## config.mk

```make
export PLATFORM = sky130hd
export DESIGN_NAME = i2c_cond_detect
export DESIGN_NICKNAME = d
export VERILOG_FILES = /design/src/rtl/i2c_cond_pkg.sv /design/src/rtl/line_sync.sv /design/src/rtl/cond_qual.sv /design/src/rtl/busy_track.sv /design/src/rtl/i2c_cond_detect.sv
export SDC_FILE = /design/constraint.sdc
export NUM_CORES = 1
export LEC_CHECK = 0
export CAP_MARGIN = 25
export CORE_MARGIN = 2
export CORE_UTILIZATION = 44
export CTS_CLUSTER_DIAMETER = 40
export DETAILED_ROUTE_END_ITERATION = 12
export GPL_TIMING_DRIVEN = 0
export PLACE_DENSITY = 0.62
export REMOVE_ABC_BUFFERS = 1
export SETUP_SLACK_MARGIN = 0.15
export SLEW_MARGIN = 20
export SYNTH_ARGS = -nofsm -noshare
export SYNTH_HDL_FRONTEND = slang
export SYNTH_HIERARCHICAL = 1
export SYNTH_SLANG_ARGS = --single-unit
```

## constraint.sdc

```tcl
create_clock -name clk_i -period 2.2 [get_ports clk_i]
set_clock_uncertainty 0.2 [all_clocks]
set_input_delay 0.22 -clock clk_i [delete_from_list [all_inputs] [get_ports clk_i]]
set_output_delay 0.22 -clock clk_i [all_outputs]
set_load 0.01 [all_outputs]
```

## src/rtl/i2c_cond_pkg.sv

```systemverilog
package i2c_cond_pkg;

  typedef enum logic [1:0] {
    EV_NONE  = 2'd0,
    EV_START = 2'd1,
    EV_STOP  = 2'd2
  } bus_ev_e;

endpackage

```

## src/rtl/line_sync.sv

```systemverilog
module line_sync #(
  parameter int          W       = 2,
  parameter int          STAGES  = 2,
  parameter logic [W-1:0] RST_VAL = '1
) (
  input  logic         clk_i,
  input  logic         rst_ni,
  input  logic [W-1:0] d_i,
  output logic [W-1:0] q_o
);

  logic [W-1:0] stg [STAGES];

  for (genvar g = 0; g < STAGES; g++) begin : g_stg
    always_ff @(posedge clk_i or negedge rst_ni) begin
      if (!rst_ni) stg[g] <= RST_VAL;
      else if (g == 0) stg[g] <= d_i;
      else stg[g] <= stg[(g == 0) ? 0 : g-1];
    end
  end

  assign q_o = stg[STAGES-1];

endmodule

```

## src/rtl/cond_qual.sv

```systemverilog
module cond_qual
  import i2c_cond_pkg::*;
#(
  parameter int CNT_W   = 6,
  parameter int STD_REL = 26,
  parameter int STD_SU  = 13,
  parameter int STD_HD  = 13,
  parameter int HS_REL  = 4,
  parameter int HS_SU   = 2,
  parameter int HS_HD   = 2
) (
  input  logic clk_i,
  input  logic rst_ni,
  input  logic scl_i,
  input  logic sda_i,
  input  logic hs_i,
  input  logic master_i,
  output logic start_o,
  output logic stop_o,
  output logic irq_o
);

  localparam logic [CNT_W-1:0] CMAX = '1;

  logic [CNT_W-1:0] rel_min, su_min, hd_min;
  logic             scl_p, sda_p;
  logic [CNT_W-1:0] hi_cnt, hold_cnt;
  logic             pend;
  bus_ev_e          kind;
  logic             sda_edge, fire;

  // strict '>' for release/setup; hold counted as cycles since edge
  assign rel_min = hs_i ? CNT_W'(HS_REL) : CNT_W'(STD_REL);
  assign su_min  = hs_i ? CNT_W'(HS_SU)  : CNT_W'(STD_SU);
  assign hd_min  = hs_i ? CNT_W'(HS_HD)  : CNT_W'(STD_HD);

  assign sda_edge = scl_i && scl_p && (sda_i != sda_p);
  assign fire     = pend && scl_i && !sda_edge &&
                    (hold_cnt >= hd_min) && (hi_cnt > rel_min);

  always_ff @(posedge clk_i or negedge rst_ni) begin
    if (!rst_ni) begin
      scl_p    <= 1'b1;
      sda_p    <= 1'b1;
      hi_cnt   <= '0;
      hold_cnt <= '0;
      pend     <= 1'b0;
      kind     <= EV_NONE;
    end else begin
      scl_p <= scl_i;
      sda_p <= sda_i;
      if (!scl_i)              hi_cnt <= '0;
      else if (hi_cnt != CMAX) hi_cnt <= hi_cnt + 1'b1;

      if (!scl_i) begin
        pend <= 1'b0;
      end else if (sda_edge) begin
        pend     <= (hi_cnt > su_min);
        kind     <= sda_i ? EV_STOP : EV_START;
        hold_cnt <= CNT_W'(1);
      end else if (fire) begin
        pend <= 1'b0;
      end else if (pend && hold_cnt != CMAX) begin
        hold_cnt <= hold_cnt + 1'b1;
      end
    end
  end

  always_ff @(posedge clk_i or negedge rst_ni) begin
    if (!rst_ni) begin
      start_o <= 1'b0;
      stop_o  <= 1'b0;
      irq_o   <= 1'b0;
    end else begin
      start_o <= fire && (kind == EV_START);
      stop_o  <= fire && (kind == EV_STOP);
      irq_o   <= fire && (kind == EV_STOP) && !master_i;
    end
  end

endmodule

```

## src/rtl/busy_track.sv

```systemverilog
module busy_track #(
  parameter int STD_DLY = 12,
  parameter int HS_DLY  = 6,
  parameter int DW      = 4
) (
  input  logic clk_i,
  input  logic rst_ni,
  input  logic start_i,
  input  logic stop_i,
  input  logic hs_i,
  output logic bb_o
);

  logic [DW-1:0] cnt;
  logic          nxt;

  always_ff @(posedge clk_i or negedge rst_ni) begin
    if (!rst_ni) begin
      cnt  <= '0;
      nxt  <= 1'b0;
      bb_o <= 1'b0;
    end else if (start_i || stop_i) begin
      cnt <= hs_i ? DW'(HS_DLY - 1) : DW'(STD_DLY - 1);
      nxt <= start_i;
    end else if (cnt != '0) begin
      cnt <= cnt - 1'b1;
      if (cnt == DW'(1)) bb_o <= nxt;
    end
  end

endmodule

```

## src/rtl/i2c_cond_detect.sv

```systemverilog
module i2c_cond_detect #(
  parameter int STD_REL = 26,
  parameter int STD_SU  = 13,
  parameter int STD_HD  = 13,
  parameter int STD_BB  = 12,
  parameter int HS_REL  = 4,
  parameter int HS_SU   = 2,
  parameter int HS_HD   = 2,
  parameter int HS_BB   = 6,
  parameter int SYNC_N  = 2
) (
  input  logic clk_i,
  input  logic rst_ni,
  input  logic scl_i,
  input  logic sda_i,
  input  logic hs_mode_i,
  input  logic master_i,
  output logic start_det_o,
  output logic stop_det_o,
  output logic bb_o,
  output logic irq_o
);

  localparam int CNT_W = $clog2(STD_REL + STD_SU + STD_HD + HS_REL + 4);
  localparam int DW    = $clog2(STD_BB + HS_BB + 2);

  logic [1:0] line_s;

  line_sync #(.W(2), .STAGES(SYNC_N), .RST_VAL(2'b11)) u_sync (
    .clk_i (clk_i),
    .rst_ni(rst_ni),
    .d_i   ({scl_i, sda_i}),
    .q_o   (line_s)
  );

  cond_qual #(
    .CNT_W(CNT_W), .STD_REL(STD_REL), .STD_SU(STD_SU), .STD_HD(STD_HD),
    .HS_REL(HS_REL), .HS_SU(HS_SU), .HS_HD(HS_HD)
  ) u_qual (
    .clk_i   (clk_i),
    .rst_ni  (rst_ni),
    .scl_i   (line_s[1]),
    .sda_i   (line_s[0]),
    .hs_i    (hs_mode_i),
    .master_i(master_i),
    .start_o (start_det_o),
    .stop_o  (stop_det_o),
    .irq_o   (irq_o)
  );

  busy_track #(.STD_DLY(STD_BB), .HS_DLY(HS_BB), .DW(DW)) u_busy (
    .clk_i  (clk_i),
    .rst_ni (rst_ni),
    .start_i(start_det_o),
    .stop_i (stop_det_o),
    .hs_i   (hs_mode_i),
    .bb_o   (bb_o)
  );

endmodule

```

* After elaboration in Yosys (flattened, before gate mapping) *
Index checks and enable logic that the tools add are counted.

storage, ports and cells
  register bits after elaboration = 31
  input bits = 6
  output and inout port bits = 4
  logic and storage cells = 63

cells by class
  add/sub/neg operators = 3
  order comparisons = 3
  equality and inequality tests = 9
  muxes and demuxes = 14
  bitwise operators = 1
  reductions and logical operators = 19

operators by type and width
  kind                   number
  $mux W6                5
  $mux W5                3
  $add A6 B1 Y6 const B  2
  $gt A6 B6 Y1           2
  $ne A6 B6 Y1 const B   2
  $logic_and A1 B1 Y1    10
  $mux W4                2
  $ge A6 B6 Y1           1
  $reduce_and A3 Y1      2
  $eq A5 B1 Y1 const B   1
  $reduce_bool A5 Y1     1
  $sub A5 B1 Y5 const B  1
  $ne A2 B1 Y1 const B   2
  $reduce_bool A2 Y1     2
  $mux W1                3
  $ne A3 B1 Y1 const B   1
  $eq A2 B1 Y1 const B   1
  $eq A2 B2 Y1 const B   1
  $logic_not A1 Y1       2
  $mux W2                1
  $reduce_and A2 Y1      1
  $logic_or A1 B1 Y1     1
  $ne A1 B1 Y1           1
  $not A1 Y1             1

* Logic depth before layout (Yosys ltp) *
  word-level depth = 9
  mapped depth = 8

* By module *
Netlist, hierarchy kept.

modules (own cells, without submodules)
  module      times used  cells each  area an instance (um^2)
  cond_qual   1           123         1236.2
  busy_track  1           33          361.6
  line_sync   1           6           120.1

* Least setup slack after synthesis *
Ideal clock, no wire load.

  path type = flip-flop to flip-flop
  start = register u_qual.hi_cnt[2]
  end = register u_qual.hold_cnt[1]
  arrival = 1.875 ns
  data required time = 1.879 ns
  setup slack = 0.003 ns
  stages on the path, launching flop included = 8
  period minus slack after synthesis = 2.197 ns
  cells stage by stage = dfrtp_1 -> ha_1 -> nand3_1 -> or4b_1 -> nand4_2 -> buf_6 -> nand3_4 -> a32o_2

between the ends
  cells in the longest elaborated chain, start to end = 4

RTL lines
  what                                line             RTL
  start, declared                     cond_qual.sv:27  logic [CNT_W-1:0] hi_cnt, hold_cnt;
  start signal, assigned              cond_qual.sv:53  else if (hi_cnt != CMAX) hi_cnt <= hi_cnt + 1'b1;
  $gt A6 B6 Y1                        cond_qual.sv:39  (hold_cnt >= hd_min) && (hi_cnt > rel_min);
  $logic_and A1 B1 Y1                 cond_qual.sv:39
  $ne A2 B1 Y1 (no source line)       -
  $reduce_and A3 Y1 (no source line)  -
  end signal, assigned                cond_qual.sv:64  hold_cnt <= hold_cnt + 1'b1;
  end, declared                       cond_qual.sv:27

Every way passes these cells.
A chain may end at the register's enable or synchronous reset.

* Worst setup path in the final report *
  start = register u_qual.hi_cnt[2]
  end = register u_qual.hold_cnt[4]

The elaborated chain is that of the path after synthesis.

==> flow_summary_export.csv <==
group,metric,value,unit
pwr,power_density,775.1,nW/µm²
worst_setup_path,cp-start-kind,"flip-flop",
sta,setup_viol_count_final,0,
clock_network,numCtsBuffers,5,
status,status,"finished, final reports clean",
route,ant_nets,0,
pwr,max-vdd-ir-drop,0.3961,mV
route,wl,3889,µm
floorplan,io-pin-count,10,
yosys,synth-seq-cells,31,
placed_design,port_buffers,9,
sta,finalCriticalPeriod,2.200,ns
yosys,synth_warnings,6,
yosys,yosys_most_used_dff,"dfrtp_1",
worst_setup_path,worstPathArrival,2.14,ns
yosys,synth.avg_cell_area,10.60,µm²
clock_network,cts_tree,"done",
floorplan,die_area,4420,µm²
sta,fmax,454.6,MHz
placed_design,hpwl,2399,µm
worst_setup_path,worstSetupPathType,"reg -> reg",
sta,slew_violations,0,
yosys,syn_area,1718,µm²
worst_setup_path,worstPathMaxFanout,5,
final_layout,insertedDiodeCount,0,
worst_setup_path,slowest_delay,0.54,ns
placed_design,dp_slack,-0.9345,ns
yosys,synthCells,162,
final_layout,area_growth_syn_to_layout,28.26,%
yosys,synth_cell_type_count,47,
floorplan,core_area,3716,µm²
worst_setup_path,crit_family,"simple AND/OR/NAND/NOR gates",
job,drv_cap,0,
final_layout,instances_no_fill,233,
sta,slew_headroom,54.53,%
floorplan,placementRows,22,
sta,worst_slew_pin_slew,0.6820,ns
sta,hold_violations,0,
yosys,synth_edf_count,0,
clock_network,clockRootBuffer,"clkbuf_8",
route,drtIter0Drc,71,
route,viasPerCell,5.785,
final_layout,nets,205,
sta,worst_slack,0.0002469,ns
global_routing,grt_use_total,20.19,%
clock_network,clkLatencyLatePin,0.29,ns
route,drc_errors,0,
floorplan,die_w,66.49,µm
worst_setup_path,crit_buf_inv,0,
sta,finalCritPeriodShare,99.99,%
floorplan,initial_core_util,46.23,%
final_layout,drive_above_1_share,29.73,%
clock_network,cts_buffer_depth,2,
worst_setup_path,cp_data_required_time,2.14,ns
clock_network,clock-sinks,31,
sta,finalSetupTns,0,ns
final_layout,fillers,309,
global_routing,grt_pass1_wl,6479,µm
global_routing,grt_max_degree,32,
worst_setup_path,regToRegSetupSlack,0.0002,ns
yosys,yosysSeqAreaShare,45.59,%
pwr,power_leakage,0.9411,nW
placed_design,dpl.cell_count,214,
placed_design,place.gp.congestion,0.7474,
global_routing,grt_pass1_vias,1340,
global_routing,antenna_found_initial,0,
floorplan,die_h,66.49,µm
route,drt_first_pass_iters,4,
sta,rsz0062_at_grt,"true",
route,post_drt_wl_per_cell,16.69,µm
worst_setup_path,slowest_stage,"or4b_4",
worst_setup_path,end_kind,"flip-flop",
yosys,async_reset_ff_share,100.0,%
global_routing,grt-ovfl-total,0,
final_layout,final_cell_mix,"dfrtp_1 (22), nand2_1 (13), ha_1 (11)",
clock_network,htree_levels,2,
clock_network,path_clk_slew,0.07,ns
min_path,hp-class,"in -> reg",
route,via_count,1348,
final_layout,final_common_cell,"dfrtp_1",
worst_setup_path,crit_chain,"ha_4 -> nand3_4 -> or4b_4 -> nand4_4 -> nor3b_2 -> o221ai_1",
-- flip-flops by register name (all words and copies together), names as in the netlist --
name and flops:
u_qual/hi_cnt 6, u_qual/hold_cnt 6, u_busy/cnt 5, u_qual/kind 2, u_sync/q_o 2, u_sync/stg 2, u_busy/bb_o 1, u_busy/nxt 1
u_qual/irq_o 1, u_qual/pend 1, u_qual/scl_p 1, u_qual/sda_p 1, u_qual/start_o 1, u_qual/stop_o 1
-- cell usage after synthesis (2+ instances only) --
cell type   n  area (µm²)
dfrtp_1    25       625.6
o221ai_1    2       17.52
nor2_1     10       37.54
nor4b_1     2       17.52
xnor2_1     3       26.28
and3_1      5       31.28
nor4_1      2       12.51
nand3_1     7       35.03
nor3_1      3       15.01
a311o_1     2       20.02
buf_4       3       22.52
a21oi_1     5       25.02
nor3b_2     2       25.02
nor2b_1     2       12.51
a31oi_1     4       25.02
o21ai_0     7       35.03
nand4_1     3       18.77
a211oi_1    2       15.01
nor3b_1     3       22.52
a21o_1      2       15.01
dfstp_2     6       157.7
inv_1      10       37.54
xor2_1      2       17.52
ha_1       15       187.7
nand2_1    13       48.80
-- per-layer routing --
| metal | up-vias | GRT usage [%] | share of wire (%) |
|---|---|---|---|
| met5 | - | 0 | 0 |
| met4 | 0 | 9.184 | 1.7 |
| met2 | 30 | 34.88 | 53 |
| li1 | 642 | - | - |
| met3 | 4 | 5.743 | 3.6 |
| met1 | 672 | 22.95 | 42 |
-- cell families after synthesis --
| kind of cell | share of synthesized area [%] |
|---|---|
| flops | 45.59 |
| buf+inv | 4.588 |
| xor+xnor | 2.550 |
| simple gates | 20.76 |
| mux | 0.6555 |
| compound gates | 14.93 |
| fa+ha+maj | 10.92 |
-- report_power, final --
part	total [mW]	leakage, nW	internal (mW)	switching [mW]
registers	0.732	0.374	0.648	0.0845
logic	0.400	0.506	0.205	0.195
clock network	0.575	0.0612	0.366	0.209
total	1.71	0.941	1.22	0.489
-- final cells by class --
cell class                 instances  area, µm²  share of cell area, %
clock buffer                       6      82.58                  3.748
clock inverter                     2      35.03                  1.590
inverter                          11      41.29                  1.874
multi-input combinational        116       1032                  46.85
sequential                        31      787.0                  35.72
tap                               48      60.06                  2.726
timing repair buffer              19      165.2                  7.496
-- metrics by stage --
stage               hold WS [ns]  power, mW  utilization (%)  area (µm²)
floorplan                -0.2756     0.9891                -        1680
global placement          0.1458      1.057            49.26        1831
detailed placement        0.1005      1.087            49.12        1826
CTS                       0.1273      1.701            56.87        2113
global route              0.1232      1.819            59.29        2203
finish                    0.1348      1.708            59.29        2203
-- repair_timing --
item                                    4_1_cts  5_1_grt
pin swaps                                     7        8
cloned                                        1        0
endpoints found under the setup margin       10       10
gates resized for setup                      20       16
buffers inserted                              6        3
hold buffers                                  1        0
hold endpoints to repair                     25        0
-- final timing paths --
| path | from | cells past startpoint | to |
|---|---|---|---|
| worst max-delay path | u_qual/hi_cnt[2] | 6 | u_qual/hold_cnt[4] |
| worst min-delay path | sda_i | 1 | u_sync/stg[2] |
| worst max register to register | u_qual/hi_cnt[2] | 6 | u_qual/hold_cnt[4] |
| worst min register to register | u_sync/stg[3] | 0 | u_sync/q_o[1] |
| max in group asynchronous | rst_ni | 2 | u_qual/hold_cnt[3] |
| min in group asynchronous | rst_ni | 2 | u_busy/cnt[3] |
No activity file was read; power rests on OpenSTA's default activity.
